### src/rtl/rsp_pkg.sv
package rsp_pkg;
    localparam int BYTE_W  = 8;
    localparam int STRAP_W = 3;

    typedef enum logic [2:0] {
        ST_IDLE,
        ST_ADDR,
        ST_ACK,
        ST_PTR,
        ST_WR,
        ST_RD,
        ST_RDACK
    } rsp_state_e;
endpackage

### src/rtl/rsp_line_sync.sv
module rsp_line_sync #(
    parameter int STAGES = 2
) (
    input  logic clk,
    input  logic rst_n,
    input  logic scl_i,
    input  logic sda_i,
    output logic scl_o,
    output logic sda_o,
    output logic scl_rise_o,
    output logic scl_fall_o,
    output logic start_o,
    output logic stop_o
);
    typedef struct packed {
        logic [STAGES-1:0] scl;
        logic [STAGES-1:0] sda;
        logic              scl_prev;
        logic              sda_prev;
    } sync_t;

    sync_t sync_d, sync_q;

    always_comb begin
        sync_d          = sync_q;
        sync_d.scl      = {sync_q.scl[STAGES-2:0], scl_i};
        sync_d.sda      = {sync_q.sda[STAGES-2:0], sda_i};
        sync_d.scl_prev = sync_q.scl[STAGES-1];
        sync_d.sda_prev = sync_q.sda[STAGES-1];
    end

    always_ff @(posedge clk or negedge rst_n) begin
        if (!rst_n) begin
            sync_q <= '1;
        end else begin
            sync_q <= sync_d;
        end
    end

    assign scl_o      = sync_q.scl[STAGES-1];
    assign sda_o      = sync_q.sda[STAGES-1];
    assign scl_rise_o = scl_o & ~sync_q.scl_prev;
    assign scl_fall_o = ~scl_o & sync_q.scl_prev;
    assign start_o    = scl_o & sync_q.scl_prev & sync_q.sda_prev & ~sda_o;
    assign stop_o     = scl_o & sync_q.scl_prev & ~sync_q.sda_prev & sda_o;
endmodule

### src/rtl/rsp_ptr.sv
module rsp_ptr #(
    parameter int PTR_W = 8
) (
    input  logic             clk,
    input  logic             rst_n,
    input  logic             load_i,
    input  logic [PTR_W-1:0] load_val_i,
    input  logic             inc_i,
    output logic [PTR_W-1:0] ptr_o
);
    logic [PTR_W-1:0] ptr_d, ptr_q;

    always_comb begin
        ptr_d = ptr_q;
        if (load_i) begin
            ptr_d = load_val_i;
        end else if (inc_i) begin
            ptr_d = ptr_q + PTR_W'(1);
        end
    end

    always_ff @(posedge clk or negedge rst_n) begin
        if (!rst_n) begin
            ptr_q <= '0;
        end else begin
            ptr_q <= ptr_d;
        end
    end

    assign ptr_o = ptr_q;

    AST_PTR_WRAP: assert property (@(posedge clk) disable iff (!rst_n)
        (inc_i && !load_i && ptr_q == '1) |=> ptr_q == '0);
    AST_PTR_LOAD: assert property (@(posedge clk) disable iff (!rst_n)
        load_i |=> ptr_q == $past(load_val_i));
endmodule

### src/rtl/rsp_target_fsm.sv
module rsp_target_fsm
    import rsp_pkg::*;
#(
    parameter int          PTR_W  = 8,
    parameter logic [3:0]  DEV_HI = 4'b0001
) (
    input  logic               clk,
    input  logic               rst_n,
    input  logic               scl_i,
    input  logic               sda_i,
    input  logic               scl_rise_i,
    input  logic               scl_fall_i,
    input  logic               start_i,
    input  logic               stop_i,
    input  logic [STRAP_W-1:0] strap_i,
    input  logic [PTR_W-1:0]   ptr_i,
    input  logic [BYTE_W-1:0]  rdata_i,
    output logic               sda_low_o,
    output logic               ptr_load_o,
    output logic [PTR_W-1:0]   ptr_load_val_o,
    output logic               ptr_inc_o,
    output logic               we_o,
    output logic [PTR_W-1:0]   waddr_o,
    output logic [BYTE_W-1:0]  wdata_o
);
    localparam int CNT_W = $clog2(BYTE_W) + 1;
    localparam logic [CNT_W-1:0] LAST_BIT = CNT_W'(BYTE_W - 1);

    typedef struct packed {
        rsp_state_e        st;
        rsp_state_e        nxt;
        logic [CNT_W-1:0]  cnt;
        logic [BYTE_W-1:0] sh;
        logic              ackon;
        logic              hack;
        logic              low;
        logic              we;
        logic [PTR_W-1:0]  waddr;
        logic [BYTE_W-1:0] wdata;
    } fsm_t;

    fsm_t fsm_d, fsm_q;
    logic [BYTE_W-1:0] sh_in;

    assign sh_in = {fsm_q.sh[BYTE_W-2:0], sda_i};

    always_comb begin
        fsm_d          = fsm_q;
        fsm_d.we       = 1'b0;
        ptr_load_o     = 1'b0;
        ptr_load_val_o = PTR_W'(sh_in);
        ptr_inc_o      = 1'b0;

        if (stop_i) begin
            fsm_d.st    = ST_IDLE;
            fsm_d.low   = 1'b0;
            fsm_d.ackon = 1'b0;
        end else if (start_i) begin
            fsm_d.st    = ST_ADDR;
            fsm_d.cnt   = '0;
            fsm_d.low   = 1'b0;
            fsm_d.ackon = 1'b0;
        end else begin
            unique case (fsm_q.st)
                ST_ADDR: begin
                    if (scl_rise_i) begin
                        fsm_d.sh  = sh_in;
                        fsm_d.cnt = fsm_q.cnt + CNT_W'(1);
                        if (fsm_q.cnt == LAST_BIT) begin
                            if (sh_in[BYTE_W-1:1] == {DEV_HI, strap_i}) begin
                                fsm_d.st  = ST_ACK;
                                fsm_d.nxt = sh_in[0] ? ST_RD : ST_PTR;
                            end else begin
                                fsm_d.st = ST_IDLE;
                            end
                        end
                    end
                end
                ST_PTR: begin
                    if (scl_rise_i) begin
                        fsm_d.sh  = sh_in;
                        fsm_d.cnt = fsm_q.cnt + CNT_W'(1);
                        if (fsm_q.cnt == LAST_BIT) begin
                            ptr_load_o = 1'b1;
                            fsm_d.st   = ST_ACK;
                            fsm_d.nxt  = ST_WR;
                        end
                    end
                end
                ST_WR: begin
                    if (scl_rise_i) begin
                        fsm_d.sh  = sh_in;
                        fsm_d.cnt = fsm_q.cnt + CNT_W'(1);
                        if (fsm_q.cnt == LAST_BIT) begin
                            fsm_d.we    = 1'b1;
                            fsm_d.waddr = ptr_i;
                            fsm_d.wdata = sh_in;
                            ptr_inc_o   = 1'b1;
                            fsm_d.st    = ST_ACK;
                            fsm_d.nxt   = ST_WR;
                        end
                    end
                end
                ST_ACK: begin
                    if (scl_fall_i) begin
                        if (!fsm_q.ackon) begin
                            fsm_d.low   = 1'b1;
                            fsm_d.ackon = 1'b1;
                        end else begin
                            fsm_d.low   = 1'b0;
                            fsm_d.ackon = 1'b0;
                            fsm_d.cnt   = '0;
                            fsm_d.st    = fsm_q.nxt;
                            if (fsm_q.nxt == ST_RD) begin
                                fsm_d.sh  = rdata_i;
                                fsm_d.low = ~rdata_i[BYTE_W-1];
                                ptr_inc_o = 1'b1;
                            end
                        end
                    end
                end
                ST_RD: begin
                    if (scl_rise_i) begin
                        fsm_d.cnt = fsm_q.cnt + CNT_W'(1);
                        if (fsm_q.cnt == LAST_BIT) begin
                            fsm_d.st = ST_RDACK;
                        end
                    end else if (scl_fall_i) begin
                        fsm_d.sh  = {fsm_q.sh[BYTE_W-2:0], 1'b0};
                        fsm_d.low = ~fsm_q.sh[BYTE_W-2];
                    end
                end
                ST_RDACK: begin
                    if (scl_fall_i && !fsm_q.ackon) begin
                        fsm_d.low   = 1'b0;
                        fsm_d.ackon = 1'b1;
                    end else if (scl_rise_i && fsm_q.ackon) begin
                        fsm_d.hack = ~sda_i;
                    end else if (scl_fall_i && fsm_q.ackon) begin
                        fsm_d.ackon = 1'b0;
                        fsm_d.cnt   = '0;
                        if (fsm_q.hack) begin
                            fsm_d.sh  = rdata_i;
                            fsm_d.low = ~rdata_i[BYTE_W-1];
                            ptr_inc_o = 1'b1;
                            fsm_d.st  = ST_RD;
                        end else begin
                            fsm_d.st = ST_IDLE;
                        end
                    end
                end
                default: begin
                    fsm_d.low = 1'b0;
                end
            endcase
        end
    end

    always_ff @(posedge clk or negedge rst_n) begin
        if (!rst_n) begin
            fsm_q     <= '0;
            fsm_q.st  <= ST_IDLE;
            fsm_q.nxt <= ST_IDLE;
        end else begin
            fsm_q <= fsm_d;
        end
    end

    assign sda_low_o = fsm_q.low;
    assign we_o      = fsm_q.we;
    assign waddr_o   = fsm_q.waddr;
    assign wdata_o   = fsm_q.wdata;

    AST_START_TO_ADDR: assert property (@(posedge clk) disable iff (!rst_n)
        (start_i && !stop_i) |=> fsm_q.st == ST_ADDR);
    AST_STOP_RELEASE: assert property (@(posedge clk) disable iff (!rst_n)
        stop_i |=> (fsm_q.st == ST_IDLE && !sda_low_o));
    AST_LOW_WHILE_SCL_LOW: assert property (@(posedge clk) disable iff (!rst_n)
        $rose(sda_low_o) |-> !scl_i);
    AST_WE_SINGLE: assert property (@(posedge clk) disable iff (!rst_n)
        we_o |=> !we_o);
    AST_IDLE_RELEASED: assert property (@(posedge clk) disable iff (!rst_n)
        fsm_q.st == ST_IDLE |-> !sda_low_o);
endmodule

### src/rtl/rsp_i2c_regport.sv
module rsp_i2c_regport
    import rsp_pkg::*;
#(
    parameter int         PTR_W       = 8,
    parameter logic [3:0] DEV_HI      = 4'b0001,
    parameter int         SYNC_STAGES = 2
) (
    input  logic               clk,
    input  logic               rst_n,
    input  logic               scl_i,
    input  logic               sda_i,
    output logic               sda_drive_low_o,
    input  logic [STRAP_W-1:0] strap_i,
    output logic [PTR_W-1:0]   reg_addr_o,
    output logic [BYTE_W-1:0]  reg_wdata_o,
    output logic               reg_we_o,
    input  logic [BYTE_W-1:0]  reg_rdata_i
);
    logic scl_s, sda_s, scl_rise, scl_fall, start_p, stop_p;
    logic ptr_load, ptr_inc;
    logic [PTR_W-1:0] ptr_load_val, ptr, waddr;

    rsp_line_sync #(.STAGES(SYNC_STAGES)) u_sync (
        .clk        (clk),
        .rst_n      (rst_n),
        .scl_i      (scl_i),
        .sda_i      (sda_i),
        .scl_o      (scl_s),
        .sda_o      (sda_s),
        .scl_rise_o (scl_rise),
        .scl_fall_o (scl_fall),
        .start_o    (start_p),
        .stop_o     (stop_p)
    );

    rsp_ptr #(.PTR_W(PTR_W)) u_ptr (
        .clk        (clk),
        .rst_n      (rst_n),
        .load_i     (ptr_load),
        .load_val_i (ptr_load_val),
        .inc_i      (ptr_inc),
        .ptr_o      (ptr)
    );

    rsp_target_fsm #(.PTR_W(PTR_W), .DEV_HI(DEV_HI)) u_fsm (
        .clk            (clk),
        .rst_n          (rst_n),
        .scl_i          (scl_s),
        .sda_i          (sda_s),
        .scl_rise_i     (scl_rise),
        .scl_fall_i     (scl_fall),
        .start_i        (start_p),
        .stop_i         (stop_p),
        .strap_i        (strap_i),
        .ptr_i          (ptr),
        .rdata_i        (reg_rdata_i),
        .sda_low_o      (sda_drive_low_o),
        .ptr_load_o     (ptr_load),
        .ptr_load_val_o (ptr_load_val),
        .ptr_inc_o      (ptr_inc),
        .we_o           (reg_we_o),
        .waddr_o        (waddr),
        .wdata_o        (reg_wdata_o)
    );

    assign reg_addr_o = reg_we_o ? waddr : ptr;

    AST_WRITE_THEN_STEP: assert property (@(posedge clk) disable iff (!rst_n)
        reg_we_o |-> ptr == reg_addr_o + PTR_W'(1));
endmodule

### config.mk
export PLATFORM = sky130hd
export DESIGN_NAME = rsp_i2c_regport
export DESIGN_NICKNAME = d
export VERILOG_FILES = /design/src/rtl/rsp_pkg.sv /design/src/rtl/rsp_line_sync.sv /design/src/rtl/rsp_ptr.sv /design/src/rtl/rsp_target_fsm.sv /design/src/rtl/rsp_i2c_regport.sv
export SDC_FILE = /design/constraint.sdc
export NUM_CORES = 1
export LEC_CHECK = 0
export ABC_CLOCK_PERIOD_IN_PS = 2400
export BUFFER_PORTS_ARGS = -buffer_cell sky130_fd_sc_hd__buf_2
export CORE_ASPECT_RATIO = 0.5
export CORE_UTILIZATION = 55
export CTS_CLUSTER_SIZE = 8
export DETAILED_ROUTE_END_ITERATION = 8
export PLACE_DENSITY = 0.84
export SLEW_MARGIN = 20
export SYNTH_ARGS = -nofsm -noshare
export SYNTH_HDL_FRONTEND = slang
export SYNTH_SLANG_ARGS = --single-unit
### constraint.sdc
create_clock -name clk -period 2.4 [get_ports clk]
set_input_delay 0.36 -clock clk [delete_from_list [all_inputs] [get_ports clk]]
set_output_delay 0.36 -clock clk [all_outputs]
set_load 0.01 [all_outputs]
Word-level counts from Yosys, hierarchy flattened
Cells that the tools add are included.
{"block": "word_totals", "ff_bits": 51, "input_bits": 15}
{"block": "op_classes", "addsub": 2, "n_eq_ne": 48, "muxes": 71, "n_bitwise": 16, "reduce_logical": 20}
{"op": "$mux W17", "count": 5}
{"op": "$pmux W12 S5", "count": 1}
{"op": "$mux W8", "count": 7}
{"op": "$mux W13", "count": 3}
{"op": "$mux W18", "count": 2}
{"op": "$mux W3", "count": 12}
{"op": "$ne A4 B3 Y1 const B", "count": 8}
{"op": "$mux W1", "count": 29}
{"op": "$mux W12", "count": 2}
{"op": "$ne A2 B1 Y1 const B", "count": 11}
{"op": "$ne A3 B2 Y1 const B", "count": 5}
{"op": "$pmux W3 S5", "count": 1}
{"op": "$reduce_and A14 Y1", "count": 1}
{"op": "$eq A3 B3 Y1 const B", "count": 4}
{"op": "$mux W6", "count": 2}
{"op": "$ne A4 B4 Y1 const B", "count": 3}
{"op": "$reduce_and A12 Y1", "count": 1}
{"op": "$ne A5 B3 Y1 const B", "count": 2}
{"op": "$reduce_and A10 Y1", "count": 1}
{"op": "$reduce_and A5 Y1", "count": 2}
{"op": "$not A1 Y1", "count": 9}
{"op": "$add A8 B1 Y8 const B", "count": 1}
{"op": "$mux W4", "count": 2}
{"op": "$ne A4 B1 Y1 const B", "count": 2}
{"op": "other kinds (27)", "count": 41}

Logic depth before layout (Yosys ltp)
{"block": "depth", "ltp_word": 11, "depth_mapped": 7, "depth_no_buf": 6}

By module
A second synthesis with hierarchy kept.
{"block": "hier_totals", "hier_cells": 292, "area_unflattened_um2": 2975.4}
{"mod": "rsp_target_fsm", "n_inst": 1, "cells_per_inst": 224, "area_each_um2": 2203.4, "seq_area_each_um2": 925.9}
{"mod": "rsp_ptr", "n_inst": 1, "cells_per_inst": 49, "area_each_um2": 450.4, "seq_area_each_um2": 200.2}
{"mod": "rsp_line_sync", "n_inst": 1, "cells_per_inst": 10, "area_each_um2": 190.2, "seq_area_each_um2": 157.7}
{"mod": "rsp_i2c_regport", "n_inst": 1, "cells_per_inst": 9, "area_each_um2": 131.4, "seq_area_each_um2": 0.0}

Least setup slack after synthesis
Ideal clock, no wire load.
{"block": "synth_path", "kind": "register -> register", "from": "reg u_sync.sync_q, in the netlist u_sync.scl_o", "to": "reg u_fsm.fsm_q, in the netlist u_fsm.waddr_o[6]", "setup_time_ps": 125, "t_arrival_ps": 1923, "t_required_ps": 2275, "slack_ps": 352, "path_stages_with_launch": 7, "n_path_buf": 2, "period_less_slack_ps": 2048, "cell_sequence": "dfstp_2 > buf_4 > nand4b_4 > or2_1 > nor3_4 > buf_4 > mux2_2"}
{"block": "synth_via", "elab_chain_cells": 5, "elab_cells_between_ends": 9, "classes_between": "bitwise (8); reduce/logical (1)"}
{"element": "from (decl)", "line_no": "rsp_line_sync.sv:22", "rtl": "sync_t sync_d, sync_q;"}
{"element": "from (signal assigned)", "line_no": "rsp_line_sync.sv:36", "rtl": "sync_q <= sync_d;"}
{"element": "$and A1 B1 Y1", "line_no": "rsp_line_sync.sv:44, rsp_line_sync.sv:45"}
{"element": "$and A1 B1 Y1 (on tied branches) (2 in series)", "line_no": "rsp_line_sync.sv:45, rsp_line_sync.sv:44"}
{"element": "$not A1 Y1 (no source line)"}
{"element": "$reduce_and A5 Y1 (no source line) *"}
{"element": "to (signal assigned)", "line_no": "rsp_target_fsm.sv:165", "rtl": "fsm_q <= fsm_d;"}
{"element": "to (decl)", "line_no": "rsp_target_fsm.sv:42", "rtl": "fsm_t fsm_d, fsm_q;"}
Every way passes the cells marked *; elsewhere a longest branch is shown, timed or not.
A chain may end at the register's enable or synchronous reset.

Worst setup path after layout
{"block": "layout_path", "from": "reg u_fsm.fsm_q[36] in the netlist's numbering", "to": "reg u_ptr.ptr_q[4] (netlist: u_ptr.ptr_o[4])"}
{"block": "layout_via", "elab_chain_cells": 5, "elab_cells_between_ends": 12, "classes_between": "eq/ne (4); mux (7); reduce/logical (1)"}
{"element": "$eq A3 B3 Y1 / $eq A3 B2 Y1 (equally long branches)", "line_no": "rsp_target_fsm.sv:64", "rtl": "unique case (fsm_q.st)"}
{"element": "$pmux W1 S3 / $mux W1 (equally long branches)", "line_no": "rsp_target_fsm.sv:64"}
{"element": "$mux W1", "line_no": "rsp_target_fsm.sv:58", "rtl": "end else if (start_i) begin"}
{"element": "$mux W1", "line_no": "rsp_target_fsm.sv:54", "rtl": "if (stop_i) begin"}
{"element": "$reduce_bool A2 Y1 (no source line) / $mux W8 (equally long branches)"}
{"element": "to (signal assigned)", "line_no": "rsp_ptr.sv:26", "rtl": "ptr_q <= ptr_d;"}
{"element": "to (decl)", "line_no": "rsp_ptr.sv:11", "rtl": "logic [PTR_W-1:0] ptr_d, ptr_q;"}
Several ways; a longest one is shown, not always the timed one.

==> impl_metrics.env <==
export IMPL_worstSetupPathType="flip-flop to flip-flop"
export IMPL_syn_nets=272
export IMPL_fmax_mhz=460
export IMPL_dpl_cell_area_sq_um=2990
export IMPL_cts_root_buf="clkbuf_8"
export IMPL_p_sw_mw=0.535
export IMPL_p_per_area_nw_per_um2=618
export IMPL_row_count=17
export IMPL_placedCellCount=342
export IMPL_yosys_warnings=0
export IMPL_grt_max_degree=36
export IMPL_start_util_pct=60.6
export IMPL_fin_util_pct=67.2
export IMPL_grtUsageTotal_pct=26.1
export IMPL_drive_above_1_share_pct=34.7
export IMPL_ir_drop_uv=448
export IMPL_fin_crit_ns=2.17
export IMPL_ant_nets=0
export IMPL_clock_sinks=51
export IMPL_cts_tree="yes"
export IMPL_antenna_found_initial=0
export IMPL_layout_common_cells="dfrtp_1, mux2_2, buf_2, nand3_1, nor2_1"
export IMPL_dieArea_sq_um=5410
export IMPL_cts_buffers=5
export IMPL_drc=0
export IMPL_r2r_start="u_fsm.fsm_q[36]$_DFFE_PN0P_"
export IMPL_wl_mm=6.54
export IMPL_grt_pass1_wl_mm=10.4
export IMPL_setup_worst_path_start_class="flip-flop"
export IMPL_diodes=0
export IMPL_layout_commonest_cell="dfrtp_1"
export IMPL_pwr_share_clk_pct=32.6
export IMPL_post_cts_buffers=0
export IMPL_async_reset_ff_share_pct=100
export IMPL_synth_seq_cells=51
export IMPL_synth_cell_types=57
export IMPL_synth_edf_count=0
export IMPL_holdWs_ns=0.144
export IMPL_max_cap_violations=0
export IMPL_netlist_instances=255
export IMPL_clk_path_buf_depth=2
export IMPL_finalCritPeriodShare_pct=90.6
export IMPL_htree_levels=2
export IMPL_dp_hpwl_mm=4.50
export IMPL_ys_seq_area_share_pct=45.7
export IMPL_routedWlPerCell_um=18.6
export IMPL_die_y_um=52.5
export IMPL_p_int_mw=1.39
export IMPL_seq_power_share_pct=53.0
export IMPL_relSlewSlack_pct=67.5
export IMPL_switching_share_pct=27.8
export IMPL_syn_to_final_growth_pct=11.0
export IMPL_worstSetupStartpoint="u_fsm.fsm_q[36]$_DFFE_PN0P_"
export IMPL_overflow=0
export IMPL_min_from="scl_i"
export IMPL_min_path_type="input port to flip-flop"
export IMPL_tns_ns=0
export IMPL_cp_end_kind="flip-flop"
export IMPL_core_sq_um=4640
export IMPL_first_pass_iters=4
export IMPL_final_setup_viol_count=0
export IMPL_clk_pin_slew_ns=0.10
export IMPL_gp_congestion=0.900
export IMPL_ios=33
export IMPL_combPwrFrac_pct=14.4
export IMPL_avgViaCountPerCell=6.25
export IMPL_p_leak_nw=1.48
export IMPL_tightest_slew_ns=0.483
export IMPL_clock_latency_ns=0.31
export IMPL_layout_nets=301
export IMPL_syn_area_per_cell_sq_um=11.0
export IMPL_port_buffers=32
export IMPL_critPathRequiredTime_ns=2.65
export IMPL_skew_ns=0.00987
export IMPL_finalHoldViolations=0
export IMPL_critPathMaxFanout=14
export IMPL_drtIter0Drc=152
export IMPL_crit_arrival_ns=2.42
export IMPL_synthFlopType="dfrtp_1"
export IMPL_design_area_sq_um=3120
export IMPL_status="finished, final reports clean"
export IMPL_synth_area_sq_um=2810
export IMPL_rsz0062_at_grt="false"
export IMPL_via_count=2193
export IMPL_grt_pass1_vias=2103
export IMPL_final_instance_count_excl_fill=351
export IMPL_dieWidth_um=103
export IMPL_drv_slew=0
-- worst max-delay path, cell delays in order (launching register included) --
cell and delay (ns):
dfrtp_1 0.55, nand2b_1 0.35, or3_4 0.41, a21o_1 0.31, or3_1 0.40, nand3_1 0.08
-- cells by family (layout without fill, tap and decap cells) --
group / Yosys count / count (layout) / share of synthesized area [%]
AO/OA/AOI/OAI: 51 / 51 / 13.3
XOR/XNOR: 4 / 4 / 1.25
adder cells (fa/ha/maj): 2 / 2 / 0.891
buffers and inverters: 24 / 54 / 4.90
flip-flops: 51 / 51 / 45.7
multiplexers: 42 / 42 / 16.7
AND/OR/NAND/NOR: 81 / 81 / 17.2
-- sequential cells by signal (all words and copies together), names as in the netlist --
| register | flops |
|---|---|
| u_fsm.fsm_q | 12 |
| u_fsm.waddr_o | 8 |
| u_fsm.wdata_o | 8 |
| u_ptr.ptr_o | 8 |
| u_fsm.ptr_load_val_o | 7 |
| u_sync.sync_d | 2 |
| u_sync.sync_q | 2 |
| u_fsm.sda_low_o | 1 |
| u_fsm.we_o | 1 |
| u_sync.scl_o | 1 |
| u_sync.sda_o | 1 |
-- Yosys cell counts (all sizes together) (2+ instances only) --
library cell	instances	area share [%]
o21ai	9	1.6
a311oi	2	0.62
nor2b	3	0.67
nand2b	6	1.3
dfstp	6	5.6
nand3	19	3.4
and3	2	0.45
nand2	8	1.1
ha	2	0.89
clkbuf	5	0.67
a21o	3	0.80
a31oi	2	0.45
nor2	18	2.4
mux2i	3	1.1
xor2	3	0.94
or3	8	2.0
nor3	5	1.5
mux2	39	16
a21oi	12	2.3
dfrtp	45	40
or2	4	0.89
a32oi	6	1.9
o311ai	2	0.62
o22ai	4	0.89
inv	5	0.67
buf	14	3.6
-- final timing paths --
check	cells past startpoint	slack, ns	endpoint
max	5	0.23	u_ptr.ptr_o[4]$_DFFE_PN0P_
min	1	0.14	u_sync.sync_d[5]$_DFF_PN1_
max reg2reg	5	0.23	u_ptr.ptr_o[4]$_DFFE_PN0P_
min reg2reg	0	0.36	u_sync.sda_o$_DFF_PN1_
max in group asynchronous	3	1.08	u_sync.sync_q[1]$_DFF_PN1_
min in group asynchronous	2	0.50	u_fsm.wdata_o[0]$_DFFE_PN0P_
-- routing by layer --
layer  vias up  GRT usage (%)  wire, um  part of all wire, %
met1      1087           33.8      2700                   41
met5         -              0         0                    0
met3        14           4.93       462                  7.1
li1        997              -         -                    -
met2        95           45.2      3270                   50
met4         0           7.51       108                  1.7
-- through the flow --
step	total power [mW]	setup WS, ns
finish	1.93	0.227
floorplan	1.20	0.352
global placement	1.29	0.337
global route	1.99	0.175
detailed placement	1.30	0.279
CTS	1.93	0.278
-- repair_timing --
item | in CTS | in global routing
hold buffers | 1 | 0
hold endpoints to repair | 11 | 0
gates resized for setup | 0 | 0
-- power groups by stage --
stage | registers, mW | logic, mW | clock network (mW)
2_1_floorplan | 1.00 | 0.194 | 0
3_3_place_gp | 1.03 | 0.261 | 0
3_5_place_dp | 1.03 | 0.273 | 0
4_1_cts | 1.02 | 0.278 | 0.636
5_1_grt | 1.03 | 0.300 | 0.667
6_report | 1.02 | 0.277 | 0.628
-- cell type report --
cell class              count  area, sq um
clock buffers               5         68.8
multi-input cells         180         1390
fillers                   367         1520
inverters                   5         18.8
well taps                  66         82.6
clock inverters             3         46.3
repair buffers             41          230
flip-flops and latches     51         1280
No activity file was read; power rests on OpenSTA's default activity.
